`config.mk`:
```
export PLATFORM = sky130hd
export DESIGN_NAME = dds_phase_engine
export DESIGN_NICKNAME = d
export VERILOG_FILES = /design/src/rtl/dds_pkg.sv /design/src/rtl/dds_ctrl.sv /design/src/rtl/dds_datapath.sv /design/src/rtl/dds_phase_engine.sv
export SDC_FILE = /design/constraint.sdc
export NUM_CORES = 1
export LEC_CHECK = 0
export BUFFER_PORTS_ARGS = -buffer_cell sky130_fd_sc_hd__buf_2
export CAP_MARGIN = 20
export CORE_UTILIZATION = 55
export DETAILED_ROUTE_END_ITERATION = 10
export GPL_ROUTABILITY_DRIVEN = 0
export PLACE_DENSITY = 0.79
export RECOVER_POWER = 25
export SLEW_MARGIN = 20
export SYNTH_ARGS = -nofsm -noshare
export SYNTH_HDL_FRONTEND = slang
export SYNTH_SLANG_ARGS = --single-unit
```
`constraint.sdc`:
```
create_clock -name clk -period 8.75 [get_ports clk]
set_input_delay 0.4375 -clock clk [delete_from_list [all_inputs] [get_ports clk]]
set_output_delay 0.4375 -clock clk [all_outputs]
set_load 0.01 [all_outputs]
```
`src/rtl/dds_pkg.sv`:
```
package dds_pkg;

  typedef enum logic [1:0] {
    MODE_TONE      = 2'b00,
    MODE_SWEEP     = 2'b01,
    MODE_SLEEP     = 2'b10,
    MODE_SLEEP_ALT = 2'b11
  } ddsMode_e;

  // strobes sent from control to datapath each cycle
  typedef struct packed {
    logic accEn;      // add the active word into the phase register
    logic sweepLoad;  // not sweeping: sweep word follows selected profile
    logic sweepStep;  // sweeping: apply one clamped step this edge
    logic forceZero;  // drive the phase output to zero
  } ddsStrobe_t;

endpackage

```
`src/rtl/dds_ctrl.sv`:
```
module dds_ctrl
  import dds_pkg::*;
#(
  parameter int SEL_W = 2,
  parameter int CNT_W = 16
) (
  input  logic             clk,
  input  logic             rstN,
  input  logic [1:0]       modeIn,
  input  logic [SEL_W-1:0] selIn,
  input  logic [CNT_W-1:0] intervalVal,
  output logic [SEL_W-1:0] selReg,
  output ddsStrobe_t       strb
);

  ddsMode_e         modeReg;
  logic [CNT_W-1:0] dwellCnt;
  logic [CNT_W-1:0] intervalEff;
  logic             inSweep;
  logic             inSleep;

  assign intervalEff = (intervalVal == '0) ? CNT_W'(1) : intervalVal;
  assign inSweep     = (modeReg == MODE_SWEEP);
  assign inSleep     = modeReg[1];

  always_ff @(posedge clk or negedge rstN) begin
    if (!rstN) begin
      modeReg <= MODE_TONE;
      selReg  <= '0;
    end else begin
      modeReg <= ddsMode_e'(modeIn);
      selReg  <= selIn;
    end
  end

  always_ff @(posedge clk or negedge rstN) begin
    if (!rstN) begin
      dwellCnt <= '0;
    end else if (!inSweep || strb.sweepStep) begin
      dwellCnt <= '0;
    end else begin
      dwellCnt <= dwellCnt + CNT_W'(1);
    end
  end

  always_comb begin
    strb.accEn     = !inSleep;
    strb.forceZero = inSleep;
    strb.sweepLoad = !inSweep;
    strb.sweepStep = inSweep && (dwellCnt >= intervalEff - CNT_W'(1));
  end

  // a step and a reload are never asked for together
  assert_step_load_exclusive_R6: assert property (@(posedge clk) disable iff (!rstN)
    $onehot0({strb.sweepLoad, strb.sweepStep}));

  // the dwell count starts over after every step
  assert_dwell_restart_R6: assert property (@(posedge clk) disable iff (!rstN)
    strb.sweepStep |=> (dwellCnt == '0));

endmodule

```
`src/rtl/dds_datapath.sv`:
```
module dds_datapath
  import dds_pkg::*;
#(
  parameter int ACC_W  = 32,
  parameter int OUT_W  = 14,
  parameter int NPROF  = 4,
  parameter int SEL_W  = 2,
  parameter int ADDR_W = 3,
  parameter int CNT_W  = 16
) (
  input  logic              clk,
  input  logic              rstN,
  input  logic              wrEn,
  input  logic [ADDR_W-1:0] wrAddr,
  input  logic [ACC_W-1:0]  wrData,
  input  logic [SEL_W-1:0]  selReg,
  input  ddsStrobe_t        strb,
  output logic [CNT_W-1:0]  intervalVal,
  output logic [OUT_W-1:0]  phaseOut
);

  localparam logic [ADDR_W-1:0] ADDR_STEP     = ADDR_W'(NPROF);
  localparam logic [ADDR_W-1:0] ADDR_INTERVAL = ADDR_W'(NPROF + 1);
  localparam logic [ADDR_W-1:0] ADDR_CEIL     = ADDR_W'(NPROF + 2);

  logic [ACC_W-1:0] profReg [NPROF];
  logic [ACC_W-1:0] stepReg;
  logic [ACC_W-1:0] ceilReg;
  logic [CNT_W-1:0] intervalReg;
  logic [ACC_W-1:0] sweepWord;
  logic [ACC_W-1:0] phaseAcc;
  logic [ACC_W-1:0] activeWord;
  logic [ACC_W:0]   stepSum;
  logic [ACC_W-1:0] stepNext;
  logic             ceilWrite;

  genvar gp;
  generate
    for (gp = 0; gp < NPROF; gp++) begin : g_prof
      always_ff @(posedge clk or negedge rstN) begin
        if (!rstN) profReg[gp] <= '0;
        else if (wrEn && wrAddr == ADDR_W'(gp)) profReg[gp] <= wrData;
      end
    end
  endgenerate

  assign ceilWrite = wrEn && (wrAddr == ADDR_CEIL);

  always_ff @(posedge clk or negedge rstN) begin
    if (!rstN) begin
      stepReg     <= '0;
      ceilReg     <= '0;
      intervalReg <= '0;
    end else if (wrEn) begin
      if (wrAddr == ADDR_STEP)     stepReg     <= wrData;
      if (wrAddr == ADDR_INTERVAL) intervalReg <= wrData[CNT_W-1:0];
      if (ceilWrite)               ceilReg     <= wrData;
    end
  end

  assign intervalVal = intervalReg;

  // clamped sweep increment
  assign stepSum  = {1'b0, sweepWord} + {1'b0, stepReg};
  assign stepNext = (stepSum > {1'b0, ceilReg}) ? ceilReg : stepSum[ACC_W-1:0];

  always_ff @(posedge clk or negedge rstN) begin
    if (!rstN)               sweepWord <= '0;
    else if (strb.sweepLoad) sweepWord <= profReg[selReg];
    else if (strb.sweepStep) sweepWord <= stepNext;
  end

  assign activeWord = strb.sweepLoad ? profReg[selReg] : sweepWord;

  // phase register: never cleared by a word change
  always_ff @(posedge clk or negedge rstN) begin
    if (!rstN)           phaseAcc <= '0;
    else if (strb.accEn) phaseAcc <= phaseAcc + activeWord;
  end

  assign phaseOut = strb.forceZero ? '0 : phaseAcc[ACC_W-1 -: OUT_W];

  // sleeping leaves the phase register untouched
  assert_sleep_hold_R5: assert property (@(posedge clk) disable iff (!rstN)
    !strb.accEn |=> $stable(phaseAcc));

  // after a step the sweep word is at or below the ceiling
  assert_ceiling_clamp_R7: assert property (@(posedge clk) disable iff (!rstN)
    (strb.sweepStep && !ceilWrite) |=> (sweepWord <= ceilReg));

endmodule

```
`src/rtl/dds_phase_engine.sv`:
```
module dds_phase_engine
  import dds_pkg::*;
#(
  parameter int ACC_W  = 32,
  parameter int OUT_W  = 14,
  parameter int NPROF  = 4,
  parameter int ADDR_W = 3,
  parameter int CNT_W  = 16
) (
  input  logic              clk,
  input  logic              rstN,
  input  logic              wrEn,
  input  logic [ADDR_W-1:0] wrAddr,
  input  logic [ACC_W-1:0]  wrData,
  input  logic [1:0]        modeIn,
  input  logic [$clog2(NPROF)-1:0] selIn,
  output logic [OUT_W-1:0]  phaseOut
);

  localparam int SEL_W = $clog2(NPROF);

  logic [SEL_W-1:0] selReg;
  logic [CNT_W-1:0] intervalVal;
  ddsStrobe_t       strb;

  dds_ctrl #(.SEL_W(SEL_W), .CNT_W(CNT_W)) u_ctrl (
    .clk(clk), .rstN(rstN), .modeIn(modeIn), .selIn(selIn),
    .intervalVal(intervalVal), .selReg(selReg), .strb(strb)
  );

  dds_datapath #(.ACC_W(ACC_W), .OUT_W(OUT_W), .NPROF(NPROF), .SEL_W(SEL_W),
                 .ADDR_W(ADDR_W), .CNT_W(CNT_W)) u_dp (
    .clk(clk), .rstN(rstN), .wrEn(wrEn), .wrAddr(wrAddr), .wrData(wrData),
    .selReg(selReg), .strb(strb), .intervalVal(intervalVal), .phaseOut(phaseOut)
  );

endmodule

```
# ---- Word level (Yosys, flattened, before mapping)
# Cells that the tools add are included.
# W data, S select, Z words.
dict set report word_totals {
  ff_bits 292
  latchBits 0
  ram_bits 0
  romBits 0
  input_bits 42
  output_inout_bits 14
  word_cells 51
  mem_count 0
}
dict set report op_classes {
  add_sub_neg 4
  multipliers 0
  div 0
  magnitude_cmp 3
  n_eq_ne 8
  shift 0
  mux 10
  n_bitwise 1
  n_reduce_logical 13
}
# operator count
set ops {}
lappend ops {{$mux W32} 6}
lappend ops {{$bmux W32 S2} 1}
lappend ops {{$add A32 B32 Y33} 1}
lappend ops {{$gt A33 B32 Y1} 1}
lappend ops {{$add A32 B32 Y32} 1}
lappend ops {{$mux W16} 2}
lappend ops {{$add A16 B1 Y16 const B} 1}
lappend ops {{$ge A16 B16 Y1} 1}
lappend ops {{$logic_not A16 Y1} 1}
lappend ops {{$sub A16 B1 Y16 const B} 1}
lappend ops {{$mux W14} 1}
lappend ops {{$eq A3 B3 Y1 const B} 3}
lappend ops {{$eq A3 B2 Y1 const B} 2}
lappend ops {{$logic_and A1 B1 Y1} 6}
lappend ops {{$reduce_and A2 Y1} 3}
lappend ops {{$eq A3 B1 Y1 const B} 1}
lappend ops {{$ge A3 B3 Y1 const B} 1}
lappend ops {{$logic_not A3 Y1} 1}
lappend ops {{$not A2 Y3} 1}
lappend ops {{$eq A2 B1 Y1 const B} 1}
lappend ops {{$ne A2 B1 Y1 const B} 1}
lappend ops {{$logic_not A1 Y1} 1}
lappend ops {{$logic_or A1 B1 Y1} 1}

# ---- Longest topological paths before layout
dict set report depth {
  depth_word 7
  mapped_depth 21
  mapped_depth_nobuf 20
}

# ---- Hierarchy
# From an unflattened synthesis, not the netlist that was laid out.
dict set report hier_totals {
  cells_unflattened 1548
  hier_area_um2 17246.5
}
# mod n_inst cells_per_inst area_each_um2
set by_module_without_submodules {}
lappend by_module_without_submodules {dds_datapath 1 1378 15711.3}
lappend by_module_without_submodules {dds_ctrl 1 170 1535.2}

# ---- Worst setup path after synthesis
# Ideal clock, no wire load.
dict set report synth_timing {
  path_kind {register to register}
  start {register u_dp.intervalReg[9] (netlist: u_dp.intervalVal[9])}
  end {register u_dp.sweepWord[21]}
  setup_time_ns 0.124
  arrival_time_ns 4.571
  path_slack_ns 4.055
  stages_incl_launch_ff 20
  n_path_buf 1
  period_less_slack_ns 4.695
  path_cell_list {dfrtp_1 -> or4_1 -> or3_1 -> or3b_1 -> nor4_1 -> nor2_1 -> ha_1 -> nand2_1 -> xor2_1 -> ha_1 -> a21o_1 -> a2111oi_0 -> o21a_1 -> o31ai_1 -> a2111oi_2 -> o21a_1 -> buf_4 -> nor2_1 -> and2_4 -> a211o_1}
}
dict set report synth_via {
  elab_chain_len 6
}
# item line
set synth_lines {}
lappend synth_lines {{start: declaration} dds_datapath.sv:29} ;# logic [CNT_W-1:0] intervalReg;
lappend synth_lines {{start signal: assignment} dds_datapath.sv:56} ;# if (wrAddr == ADDR_INTERVAL) intervalReg <= wrData[CNT_W-1:0];
lappend synth_lines {{$logic_not A16 Y1} dds_ctrl.sv:22} ;# assign intervalEff = (intervalVal == '0) ? CNT_W'(1) : intervalVal;
lappend synth_lines {{$mux W16 (*)} dds_ctrl.sv:22}
lappend synth_lines {{$sub A16 B1 Y16 (*)} dds_ctrl.sv:50} ;# strb.sweepStep = inSweep && (dwellCnt >= intervalEff - CNT_W'(1));
lappend synth_lines {{$ge A16 B16 Y1 (*)} dds_ctrl.sv:50}
lappend synth_lines {{$logic_and A1 B1 Y1 (*)} dds_ctrl.sv:50}
lappend synth_lines {{$ne A2 B1 Y1 (no line) (*)} n/a}
lappend synth_lines {{end signal: assignment} dds_datapath.sv:69} ;# else if (strb.sweepLoad) sweepWord <= profReg[selReg];
lappend synth_lines {{end signal: assignment} dds_datapath.sv:70} ;# else if (strb.sweepStep) sweepWord <= stepNext;
lappend synth_lines {{end: declaration} dds_datapath.sv:30} ;# logic [ACC_W-1:0] sweepWord;
# Mark *: on every way between the ends. The rest lies on a longest branch, timed or not.
# A chain may end at the register's enable or synchronous reset.

# ---- Worst setup path after layout
dict set report layout_timing {
  start {register u_dp.sweepWord[0]}
  end {register u_dp.sweepWord[11]}
}
dict set report layout_via {
  elab_chain_len 5
}
# item line
set layout_lines {}
lappend layout_lines {{$add A32 B32 Y33 (*)} dds_datapath.sv:64} ;# assign stepSum = {1'b0, sweepWord} + {1'b0, stepReg};
lappend layout_lines {{$gt A33 B32 Y1} dds_datapath.sv:65} ;# assign stepNext = (stepSum > {1'b0, ceilReg}) ? ceilReg : stepSum[ACC_W-1:0];
lappend layout_lines {{$mux W32 (*)} dds_datapath.sv:65}
lappend layout_lines {{$mux W32 (*)} dds_datapath.sv:70}
lappend layout_lines {{$mux W32 (*)} dds_datapath.sv:69}
# Mark *: on every way between the ends. The rest lies on a longest branch, timed or not. The select of a mux whose other input is x is not followed.

==> run_results.csv <==
group,metric,value,unit
setup_path,crit_buf_inv,1,
cells_and_area,seqCellArea,0.00731,sq mm
sta,slew_headroom,-191,%
cells_and_area,areaGrowthSynthToFinish,10.1,%
global_route,grt_remaining_overflow,0,
synthesis,ys.flop_type,"dfrtp_1",
place,pre_cts_ws,3.11,ns
setup_path,end_kind,"flop",
cts,cts.sink_count,292,
sta,post-route-period-util,66.3,%
floorplanning,core_area,0.0306,sq mm
cells_and_area,drive_above_1_share,24.8,%
global_route,antenna_found_initial,2,
power,combinationalPowerShare,49.6,%
cts,cts-root-buf,"clkbuf_16",
status,outcome,"complete, but fails checks",
global_route,grt_max_degree,139,
global_route,grt_usage,26.1,%
routing,drt_iter0_drc,752,
cells_and_area,multi_input_area,0.00941,sq mm
routing,vias_per_cell,6.12,
place,hpwl,27.5,mm
sta,setup_ws,2.95,ns
floorplanning,boundaryPins,56,
floorplanning,die_area,0.0318,sq mm
power,power.density,343,mW/mm^2
job,maxCapViolCount,4,
power,p_seq_share,30.5,%
synthesis,syn_nets,1701,
cells_and_area,fill_cells,2416,
synthesis,yosysWarningCount,0,
setup_path,crit_family,"compound AO/OA/AOI/OAI gates",
cts,clock_path_buffers,3,
setup_path,crit_required,9.16,ns
cells_and_area,antenna_cells,0,
synthesis,syn_avg_cell_area,11.1,sq um
cts,cts.htree.levels,1,
routing,drcViolationCount,0,
sta,worst_pin_slew,4.36,ns
routing,dr.pass1.iters,5,
setup_path,crit_arrival,6.22,ns
setup_path,r2r_slack,2.95,ns
setup_path,start_kind,"flop",
power,pwr-share-clk,19.9,%
power,internal-power,0.00391,W
hold_path,hold_class,"input pin to flop",
synthesis,synth_cells,1544,
status,violations,"max-capacitance violations, max-slew violations",
synthesis,async_reset_ff_share,100,%
global_route,grt_pass1_vias,12600,
power,switching_share,39.6,%
cts,cts_buffers,31,
sta,finalCriticalPeriod,5.80,ns
floorplanning,std_cell_rows,64,
setup_path,slowest_delay,0.59,ns
floorplanning,initial_utilization,56.0,%
power,p_leak,8.56,nW
setup_path,slowest_stage,"a211oi_4",
routing,ant_nets,0,
synthesis,synth_edf_count,0,
routing,routedWlPerCell,19.8,um
cts,clk_pin_slew,0.06,ns
power,power.switching,0.00257,W
setup_path,setup.worst_path.class,"flop to flop",
synthesis,seq_area_frac_synth,42.7,%
sta,setup_tns,0,ns
floorplanning,die_x,178,um
synthesis,ys_ff_latch,292,
sta,finalHoldViolCount,0,
synthesis,netlist_area,0.0171,sq mm
sta,skew,0.00957,ns
power,vdd_drop_max,0.221,mV
global_route,grt_pass1_wl,65.3,mm
floorplanning,die_h,178,um
cts,cts_tree,"built",
routing,routed_wl,40.0,mm
sta,setup_viol,0,
cts,clk_latency,0.56,ns
synthesis,synth_cell_types,82,
sta,fmax,172,MHz
cells_and_area,nets,1756,
setup_path,crit_chain,"ha_1 > fa_1 > a211oi_2 > o21ai_1 > nand4_1 > a21oi_2 > nor4_1 > o21ai_0 > xor2_1 > ha_1 > nand4_1 > nor2_1 > nand3_1 > or2_2 > o21a_1 > o31a_1 > a211oi_4 > buf_4 > mux2i_1 > o211ai_2",
setup_path,crit_path_max_fanout,24,
sta,rsz0062_at_grt,"no",
sta,slew_viol_final,180,
routing,routed-via-count,12300,
place,io_buffers,55,
## placed cells by master (no fill, tap or decap), types with 8 or more instances in the layout
cell	count
dfrtp_1	290
mux2_2	213
nand2_1	179
ha_1	113
nor2_1	70
a21oi_1	65
o21ai_0	56
buf_2	53
inv_1	51
xnor2_1	40
a21o_1	38
mux4_2	32
xor2_1	31
clkbuf_16	31
mux2i_1	26
nor2b_1	25
nand3_1	23
o211ai_1	21
nor3_1	17
nand4_1	14
o21a_1	14
and3_1	13
buf_4	12
o211ai_2	11
a211oi_1	11
clkbuf_1	11
nand2b_1	8
o22ai_1	8
## stage by stage
step	hold WS (ns)	instance area, sq um	utilization, %	instances	total power (W)
detailed placement	0.487	17800	58.2	1956	0.00513
finish	0.182	18900	61.6	2016	0.00647
CTS	0.0715	18800	61.6	2014	0.00645
floorplan	0.142	17100	-	1544	0.00444
global route	0.190	18900	61.6	2016	0.00693
global placement	0.475	17800	58.2	1956	0.00501
## cells in the mapped netlist (3+ instances only)
master     count  area share, %
nor2_1        70            1.5
o21a_1        14           0.61
o2111ai_1      3           0.15
o211ai_1      21           0.92
mux4_2        32            4.2
nand4_1       14           0.51
a211oi_2       3           0.22
nor2b_1       26           0.95
o21bai_1       7           0.31
inv_1         51            1.1
a21oi_1       65            1.9
mux2i_1       26            1.5
nor3_1        19           0.56
dfrtp_1      292             43
or3_1          5           0.18
o31ai_1        6           0.26
mux2_2       213             14
buf_1          4          0.088
o21ai_1        5           0.15
xnor2_1       40            2.0
and2_1         7           0.26
nor3b_1        6           0.26
o211ai_2      11           0.80
ha_1         113            8.3
and3_1        13           0.48
buf_6          3           0.20
o22ai_1        8           0.29
a21o_1        38            1.7
o21ai_0       56            1.6
nand2_1      179            3.9
a211oi_1      11           0.48
nand4b_1       3           0.15
a221o_1        3           0.18
nor4_1         6           0.22
and4_1         4           0.20
nand3_1       23           0.67
nand2b_1       8           0.29
xor2_1        31            1.6
buf_2          5           0.15
clkbuf_1      41           0.90
a31oi_1        4           0.15
or2_2          3           0.11
a211o_1        4           0.20
## power by group through the flow
stage               registers [W]  logic (W)  clock network (W)
detailed placement        0.00199    0.00314                  0
finish                    0.00197    0.00321            0.00128
global placement          0.00196    0.00305                  0
global route              0.00202    0.00355            0.00136
CTS                       0.00197    0.00318            0.00131
floorplan                 0.00190    0.00255                  0
## worst reg2reg max path, stage by stage, from the launching register on
cell,delay (ns)
dfrtp_1,0.39
ha_1,0.26
fa_1,0.48
a211oi_2,0.24
o21ai_1,0.17
nand4_1,0.19
a21oi_2,0.11
nor4_1,0.41
o21ai_0,0.21
xor2_1,0.19
ha_1,0.30
nand4_1,0.15
nor2_1,0.22
nand3_1,0.14
or2_2,0.34
o21a_1,0.19
o31a_1,0.13
a211oi_4,0.59
buf_4,0.51
mux2i_1,0.32
o211ai_2,0.11
## area by class of cell
cell class / count / area share, %
Inverter: 52 / 1.04
Tap cell: 396 / 2.63
Multi-Input combinational cell: 1145 / 49.9
Sequential cell: 292 / 38.8
Clock inverter: 13 / 0.710
Clock buffer: 41 / 4.53
Timing Repair Buffer: 77 / 2.46
## state kept, by name, indices dropped and copies added (netlist names)
register          cells
u_ctrl.modeReg        2
u_dp.phaseAcc        32
u_dp.intervalVal     16
u_dp.ceilReg         32
u_dp.sweepWord       32
u_ctrl.selReg         2
u_dp.profReg        128
u_ctrl.dwellCnt      16
u_dp.stepReg         32
## final timing paths
| check | startpoint | endpoint | depth (start not counted) |
|---|---|---|---|
| max | u_dp.sweepWord[0] | u_dp.sweepWord[11] | 20 |
| min | wrData[25] | u_dp.profReg[25] | 2 |
| max reg2reg | u_dp.sweepWord[0] | u_dp.sweepWord[11] | 20 |
| min reg2reg | u_dp.phaseAcc[11] | u_dp.phaseAcc[11] | 2 |
| max in group asynchronous | rstN | u_ctrl.modeReg[1] | 2 |
| min in group asynchronous | rstN | u_ctrl.modeReg[1] | 2 |
## layer usage
layer  global-route usage, %  part of all wire [%]
met4                    8.69                   2.8
met1                    35.3                    44
met2                    42.0                    47
met3                    5.09                   6.1
met5                       0                 0.058
## logic make-up after synthesis
logic type	Yosys count	synth area share, %
adders and majority gates	115	8.49
muxes	271	19.7
DFF	292	42.7
buffers and inverters	107	2.54
xor gates and xnor gates	71	3.63
and+or+nand+nor	400	11.1
AOI/OAI and AO/OA	288	11.8
## timing repair
item / 4_1_cts / 5_1_grt
buffers inserted: 0 / 0
hold buffers: 4 / 1
gates resized for setup: 0 / 0
hold endpoints to repair: 4 / 79
(Power assumes the default switching activity.)
